File: config.mk
export PLATFORM = sky130hd
export DESIGN_NAME = swflow_ctrl
export DESIGN_NICKNAME = d
export VERILOG_FILES = /design/src/rtl/swflow_pkg.sv /design/src/rtl/swflow_rx_match.sv /design/src/rtl/swflow_tx_inject.sv /design/src/rtl/swflow_ctrl.sv
export SDC_FILE = /design/constraint.sdc
export NUM_CORES = 1
export LEC_CHECK = 0
export ABC_AREA = 1
export BUFFER_PORTS_ARGS = -buffer_cell sky130_fd_sc_hd__buf_2
export CORE_UTILIZATION = 43
export CTS_BUF_LIST = sky130_fd_sc_hd__clkbuf_8
export DETAILED_ROUTE_END_ITERATION = 8
export PLACE_DENSITY = 0.73
export SLEW_MARGIN = 40
export SYNTH_ARGS = -nofsm -noshare
export SYNTH_HDL_FRONTEND = slang
export SYNTH_SLANG_ARGS = --single-unit
File: constraint.sdc
create_clock -name clk -period 1.4 [get_ports clk]
set_input_delay 0.07 -clock clk [delete_from_list [all_inputs] [get_ports clk]]
set_output_delay 0.07 -clock clk [all_outputs]
set_load 0.005 [all_outputs]
File: src/rtl/swflow_pkg.sv
package swflow_pkg;
  localparam int FLG_ON1  = 0;
  localparam int FLG_ON2  = 1;
  localparam int FLG_OFF1 = 2;
  localparam int FLG_OFF2 = 3;

  typedef enum logic [1:0] {
    INJ_IDLE  = 2'd0,
    INJ_FIRST = 2'd1,
    INJ_LAST  = 2'd2
  } inj_state_t;

  localparam logic [1:0] SEL_NONE = 2'b00;
  localparam logic [1:0] SEL_PAIR = 2'b11;
endpackage

File: src/rtl/swflow_rx_match.sv
module swflow_rx_match
  import swflow_pkg::*;
#(
  parameter int CHAR_W = 8
) (
  input  logic              clk,
  input  logic              rst_n,
  input  logic              sw_en,
  input  logic [1:0]        rx_mode,
  input  logic [CHAR_W-1:0] on1,
  input  logic [CHAR_W-1:0] on2,
  input  logic [CHAR_W-1:0] off1,
  input  logic [CHAR_W-1:0] off2,
  input  logic              in_valid,
  input  logic [CHAR_W-1:0] in_data,
  output logic              out_valid,
  output logic [CHAR_W-1:0] out_data,
  output logic              pause,
  output logic [3:0]        flags
);
  logic       use1, use2, pair;
  logic [3:0] hit;
  logic       go_evt, stop_evt;
  logic       pend_go, pend_stop;

  assign use1 = sw_en & rx_mode[1];
  assign use2 = sw_en & rx_mode[0];
  assign pair = sw_en & (rx_mode == SEL_PAIR);

  always_comb begin
    hit           = '0;
    hit[FLG_ON1]  = use1 & (in_data == on1);
    hit[FLG_ON2]  = use2 & (in_data == on2);
    hit[FLG_OFF1] = use1 & (in_data == off1);
    hit[FLG_OFF2] = use2 & (in_data == off2);
    if (pair) begin
      stop_evt = pend_stop & hit[FLG_OFF2];
      go_evt   = pend_go & hit[FLG_ON2];
    end else begin
      stop_evt = hit[FLG_OFF1] | hit[FLG_OFF2];
      go_evt   = hit[FLG_ON1] | hit[FLG_ON2];
    end
  end

  always_ff @(posedge clk or negedge rst_n) begin
    if (!rst_n) begin
      pause     <= 1'b0;
      pend_go   <= 1'b0;
      pend_stop <= 1'b0;
      flags     <= '0;
      out_valid <= 1'b0;
      out_data  <= '0;
    end else begin
      out_valid <= in_valid & ~(|hit);
      flags     <= in_valid ? hit : 4'b0000;
      if (in_valid) begin
        out_data  <= in_data;
        pend_go   <= pair & hit[FLG_ON1];
        pend_stop <= pair & hit[FLG_OFF1];
      end
      if (!pair) begin
        pend_go   <= 1'b0;
        pend_stop <= 1'b0;
      end
      if (!sw_en)                   pause <= 1'b0;
      else if (in_valid && stop_evt) pause <= 1'b1;
      else if (in_valid && go_evt)   pause <= 1'b0;
    end
  end
endmodule

File: src/rtl/swflow_tx_inject.sv
module swflow_tx_inject
  import swflow_pkg::*;
#(
  parameter int CHAR_W    = 8,
  parameter int LVL_W     = 8,
  parameter int THR_W     = 4,
  parameter int GRP_SHIFT = 3
) (
  input  logic              clk,
  input  logic              rst_n,
  input  logic              sw_en,
  input  logic [1:0]        tx_mode,
  input  logic [CHAR_W-1:0] on1,
  input  logic [CHAR_W-1:0] on2,
  input  logic [CHAR_W-1:0] off1,
  input  logic [CHAR_W-1:0] off2,
  input  logic [THR_W-1:0]  halt_lvl,
  input  logic [THR_W-1:0]  resume_lvl,
  input  logic [LVL_W-1:0]  level,
  output logic              req_valid,
  output logic [CHAR_W-1:0] req_char,
  input  logic              req_ready
);
  localparam int SCALED_W = THR_W + GRP_SHIFT;

  logic [SCALED_W-1:0] halt_sc, res_sc;
  logic [LVL_W-1:0]    halt_words, res_words;
  logic                halted;
  logic                trig_stop, trig_go;
  inj_state_t          st;

  assign halt_sc    = {halt_lvl, {GRP_SHIFT{1'b0}}};
  assign res_sc     = {resume_lvl, {GRP_SHIFT{1'b0}}};
  assign halt_words = LVL_W'(halt_sc);
  assign res_words  = LVL_W'(res_sc);
  assign trig_stop  = sw_en && (tx_mode != SEL_NONE) && !halted && (level >= halt_words);
  assign trig_go    = sw_en && (tx_mode != SEL_NONE) && halted && (level <= res_words);
  assign req_valid  = (st != INJ_IDLE);

  always_ff @(posedge clk or negedge rst_n) begin
    if (!rst_n) begin
      st       <= INJ_IDLE;
      halted   <= 1'b0;
      req_char <= '0;
    end else if (!sw_en) begin
      st     <= INJ_IDLE;
      halted <= 1'b0;
    end else begin
      unique case (st)
        INJ_IDLE: begin
          if (trig_stop || trig_go) begin
            halted <= trig_stop;
            if (tx_mode == SEL_PAIR) begin
              st       <= INJ_FIRST;
              req_char <= trig_stop ? off1 : on1;
            end else begin
              st <= INJ_LAST;
              if (tx_mode[1]) req_char <= trig_stop ? off1 : on1;
              else            req_char <= trig_stop ? off2 : on2;
            end
          end
        end
        INJ_FIRST: if (req_ready) begin
          st       <= INJ_LAST;
          req_char <= halted ? off2 : on2;
        end
        INJ_LAST: if (req_ready) st <= INJ_IDLE;
        default: st <= INJ_IDLE;
      endcase
    end
  end
endmodule

File: src/rtl/swflow_ctrl.sv
module swflow_ctrl #(
  parameter int CHAR_W    = 8,
  parameter int LVL_W     = 8,
  parameter int THR_W     = 4,
  parameter int GRP_SHIFT = 3
) (
  input  logic              clk,
  input  logic              rst_n,
  input  logic              sw_en,
  input  logic [1:0]        rx_mode,
  input  logic [1:0]        tx_mode,
  input  logic [CHAR_W-1:0] xon1_char,
  input  logic [CHAR_W-1:0] xon2_char,
  input  logic [CHAR_W-1:0] xoff1_char,
  input  logic [CHAR_W-1:0] xoff2_char,
  input  logic [THR_W-1:0]  halt_lvl,
  input  logic [THR_W-1:0]  resume_lvl,
  input  logic              rx_valid,
  input  logic [CHAR_W-1:0] rx_data,
  output logic              fifo_wr_valid,
  output logic [CHAR_W-1:0] fifo_wr_data,
  input  logic [LVL_W-1:0]  fifo_level,
  output logic              tx_pause,
  output logic              inj_valid,
  output logic [CHAR_W-1:0] inj_char,
  input  logic              inj_ready,
  output logic [3:0]        spc_flags
);
  swflow_rx_match #(.CHAR_W(CHAR_W)) u_rx (
    .clk(clk), .rst_n(rst_n), .sw_en(sw_en), .rx_mode(rx_mode),
    .on1(xon1_char), .on2(xon2_char), .off1(xoff1_char), .off2(xoff2_char),
    .in_valid(rx_valid), .in_data(rx_data),
    .out_valid(fifo_wr_valid), .out_data(fifo_wr_data),
    .pause(tx_pause), .flags(spc_flags)
  );

  swflow_tx_inject #(.CHAR_W(CHAR_W), .LVL_W(LVL_W), .THR_W(THR_W), .GRP_SHIFT(GRP_SHIFT)) u_tx (
    .clk(clk), .rst_n(rst_n), .sw_en(sw_en), .tx_mode(tx_mode),
    .on1(xon1_char), .on2(xon2_char), .off1(xoff1_char), .off2(xoff2_char),
    .halt_lvl(halt_lvl), .resume_lvl(resume_lvl), .level(fifo_level),
    .req_valid(inj_valid), .req_char(inj_char), .req_ready(inj_ready)
  );
endmodule

==> run metrics <==
status=finished clean; sequential fraction of the synthesis area=between 20% and 30%; Port Buffers=87; min Tclk post-route=around 1300 ps; GRT Overall Usage=approximately a quarter; clock skew=roughly 4.6 ps; share of flip-flops with an asynchronous set or reset=between 90% and 100%; Area contributors post-synth=dfrtp_1 (28%), nand2_1 (15%), nand3_1 (11%); peak supply drop=a little over 500 uV; CTS Buf Count=3; power per cell area=just over 900 mW/mm^2; Clock Sinks=27; vias in the first global route=approximately 2.6k; first-pass GRT wire length=roughly 12000 um; internal cell power=1744 uW; Post-synth EDFFs=0; worst skew pair latency=between 200 and 300 ps; Yosys cell types=29; DRT antenna net count=0; DP Wirelength=approximately 6200 um; Total Wirelength=slightly below 8000 um; Core Area=approximately 0.0055 mm^2; Buf/Inv on CP=2; die width=77.56 um; RD Place Congestion=roughly 1.0; part of the power in registers=between 30% and 40%; period utilisation layout=between 90% and 100%; WS Path Type=reg2reg; via-per-instance ratio=roughly 5.2; Max stage delay cell, worst path=dfrtp_1; Hold Vio Cnt, Final=0; H-tree Lvls=1; Congestion Overflow GR=0; Pre-Repair DR Iteration Count=5; Ports=a little under 90; reg2reg path depth=8; post-synthesis cell count=between 300 and 400; first-iteration detailed-routing DRC count=around 250; number of synthesized register bits=27; DRC=0; cell family with the largest share of critical-path delay=simple AND/OR/NAND/NOR gates; most frequent CP cell=nand3_1; post-DR wirelength/cell=roughly 14 um; Layout area overhead=30.78%; critical path peak fanout=17; CP required=~1600 ps; Rows=27; post-synth top area cell=dfrtp_1; critical path depth=8; CTS root buf=clkbuf_8; worst-path cell chain=buf_6, nor2_4, nand2_4, buf_12, nand2_1, nand3_1, nand3_1, a21oi_1; Slew @ Worst Pin=roughly 640 ps; Clock power frac=~16%; most frequent cell after synthesis=nand2_1; final setup violation count=0; Post-layout nets=approximately 570; Max-cap violations=0; sw power=roughly 1200 uW; CTS clock-pin slew for the worst setup and hold paths=~100 ps; Die Height=just under 80 um; fillers=roughly 540; Combinational Power Share=between 40% and 50%; CTS tree=yes; Pwr Total=between 2000 and 3000 uW; die area=0.006015 mm^2; Syn Nets=470; final hold slack=roughly 31 ps; Slew Limit Headroom=57.23%; Top FF cell, synth=dfrtp_1; RSZ-0062 raised after global routing=true; fin util=approximately 58%; leakage power=between 0.0015 and 0.002 uW; cell area after synthesis=approximately 0.0025 mm^2; commonest cells in the netlist=nand2_1 (99), nand3_1 (54), nor2_1 (52), inv_1 (51), dfrtp_1 (27); hold crit path type=in2reg; CP endpoint kind=flip-flop; Slew Viols, Final=0; Sw Ratio=between 40% and 50%; CP arrival=1520 ps; initial antenna violation count=0; Ant. Diodes=0; pin count of the biggest net entering global routing=28; Yosys top cell area share=27.52%; Yosys warning total=0; Critical Path Source Type=flip-flop; via count=slightly below 3k; Syn Area/Cell=6.184 um^2; clock tree buffer depth=2; Hold Path Depth=3; Fmax achieved=743.4 MHz; Initial Utilization=between 40% and 50%; share of layout cells above drive strength 1=26.26%; crit-path max cell delay=approximately 420 ps
## power groups by stage
stage	Sequential, uW	Clock [uW]	Combinational, uW
after floorplan	1050	0	745
after CTS	1050	479	1290
after global routing	1070	504	1560
after detailed placement	1060	0	1290
final	1050	465	1400
after global placement	1060	0	1280
## layout by cell type (no fill, tap or decap), types with 3 or more instances in the layout
cell,Yosys,final
nor2_1,52,49
a21oi_1,23,22
xor2_1,4,4
clkbuf_8,0,3
buf_12,0,3
buf_4,0,9
buf_2,3,88
ha_1,8,6
nand3_1,54,54
or2_2,6,6
nand4_1,8,8
and3_1,4,4
o21ai_0,23,23
nand2_1,99,98
nand2_2,2,3
xnor2_1,7,7
dfrtp_1,27,27
nor3_1,5,4
inv_1,51,51
nand3b_1,4,4
## tightest hold or removal path, cell delays in order
cell and delay [ps]:
buf_2 100, inv_1 60, nor3_1 50
## kinds of logic after synthesis
logic type / Yosys count / share of synthesized area (%)
flops: 27 / 27.52
simple gates: 239 / 43.73
buf+inv: 62 / 10.14
xor+xnor: 11 / 3.924
compound gates: 50 / 10.60
fa+ha+maj: 8 / 4.078
## per-stage QoR
stage / cell area, um^2 / setup TNS (ps) / worst slack (ps) / instances
finish: 3211 / 0 / 54.85 / 567
global route: 3211 / -190.6 / -36.06 / 567
CTS: 3139 / 0 / 44.49 / 564
detailed placement: 3084 / -1430 / -150.6 / 559
global placement: 3084 / -1172 / -128.4 / 559
floorplan: 2480 / 0 / 0.3982 / 397
## sequential cells by signal, indices dropped and copies added (netlist names)
signal / count
u_rx.out_data: 8
u_tx.req_char: 8
u_rx.flags: 4
u_tx.st: 2
u_rx.out_valid: 1
u_rx.pause: 1
u_rx.pend_go: 1
u_rx.pend_stop: 1
u_tx.halted: 1
## final timing paths
kind / from / end / slack [ps]
max in group asynchronous: rst_n / u_tx.req_char[6] / 640
max reg2reg: u_tx.halted / u_tx.req_char[7] / 50
min: rx_mode[0] / u_rx.pend_go / 30
min reg2reg: u_rx.out_data[4] / u_rx.out_data[4] / 490
max: u_tx.halted / u_tx.req_char[7] / 50
min in group asynchronous: rst_n / u_rx.pend_stop / 340
## repair_timing
action | 4_1_cts | 5_1_grt
hold buffers | 1 | 0
setup endpoints to repair | 0 | 10
hold endpoints to repair | 27 | 0
setup buffers | 0 | 1
resized for setup | 0 | 14
## final cells by class
| type | instances | area [um^2] | area share, % |
|---|---|---|---|
| Multi-Input combinational cell | 309 | 1599 | 49.81 |
| Sequential cell | 27 | 675.6 | 21.04 |
| Timing Repair Buffer | 103 | 600.6 | 18.71 |
| Inverter | 52 | 200.2 | 6.235 |
| Tap cell | 72 | 90.09 | 2.806 |
| Clock buffer | 3 | 41.29 | 1.286 |
| Clock inverter | 1 | 3.754 | 0.1169 |
## per-layer routing
layer	routed length [um]	GRT usage (%)	part of all wire, %
met1	3286	33.65	42
met2	3777	43.36	49
met3	579	2.353	7.4
met4	142	9.245	1.8
met5	0	0	0
Power figures use the tool's default switching activity.
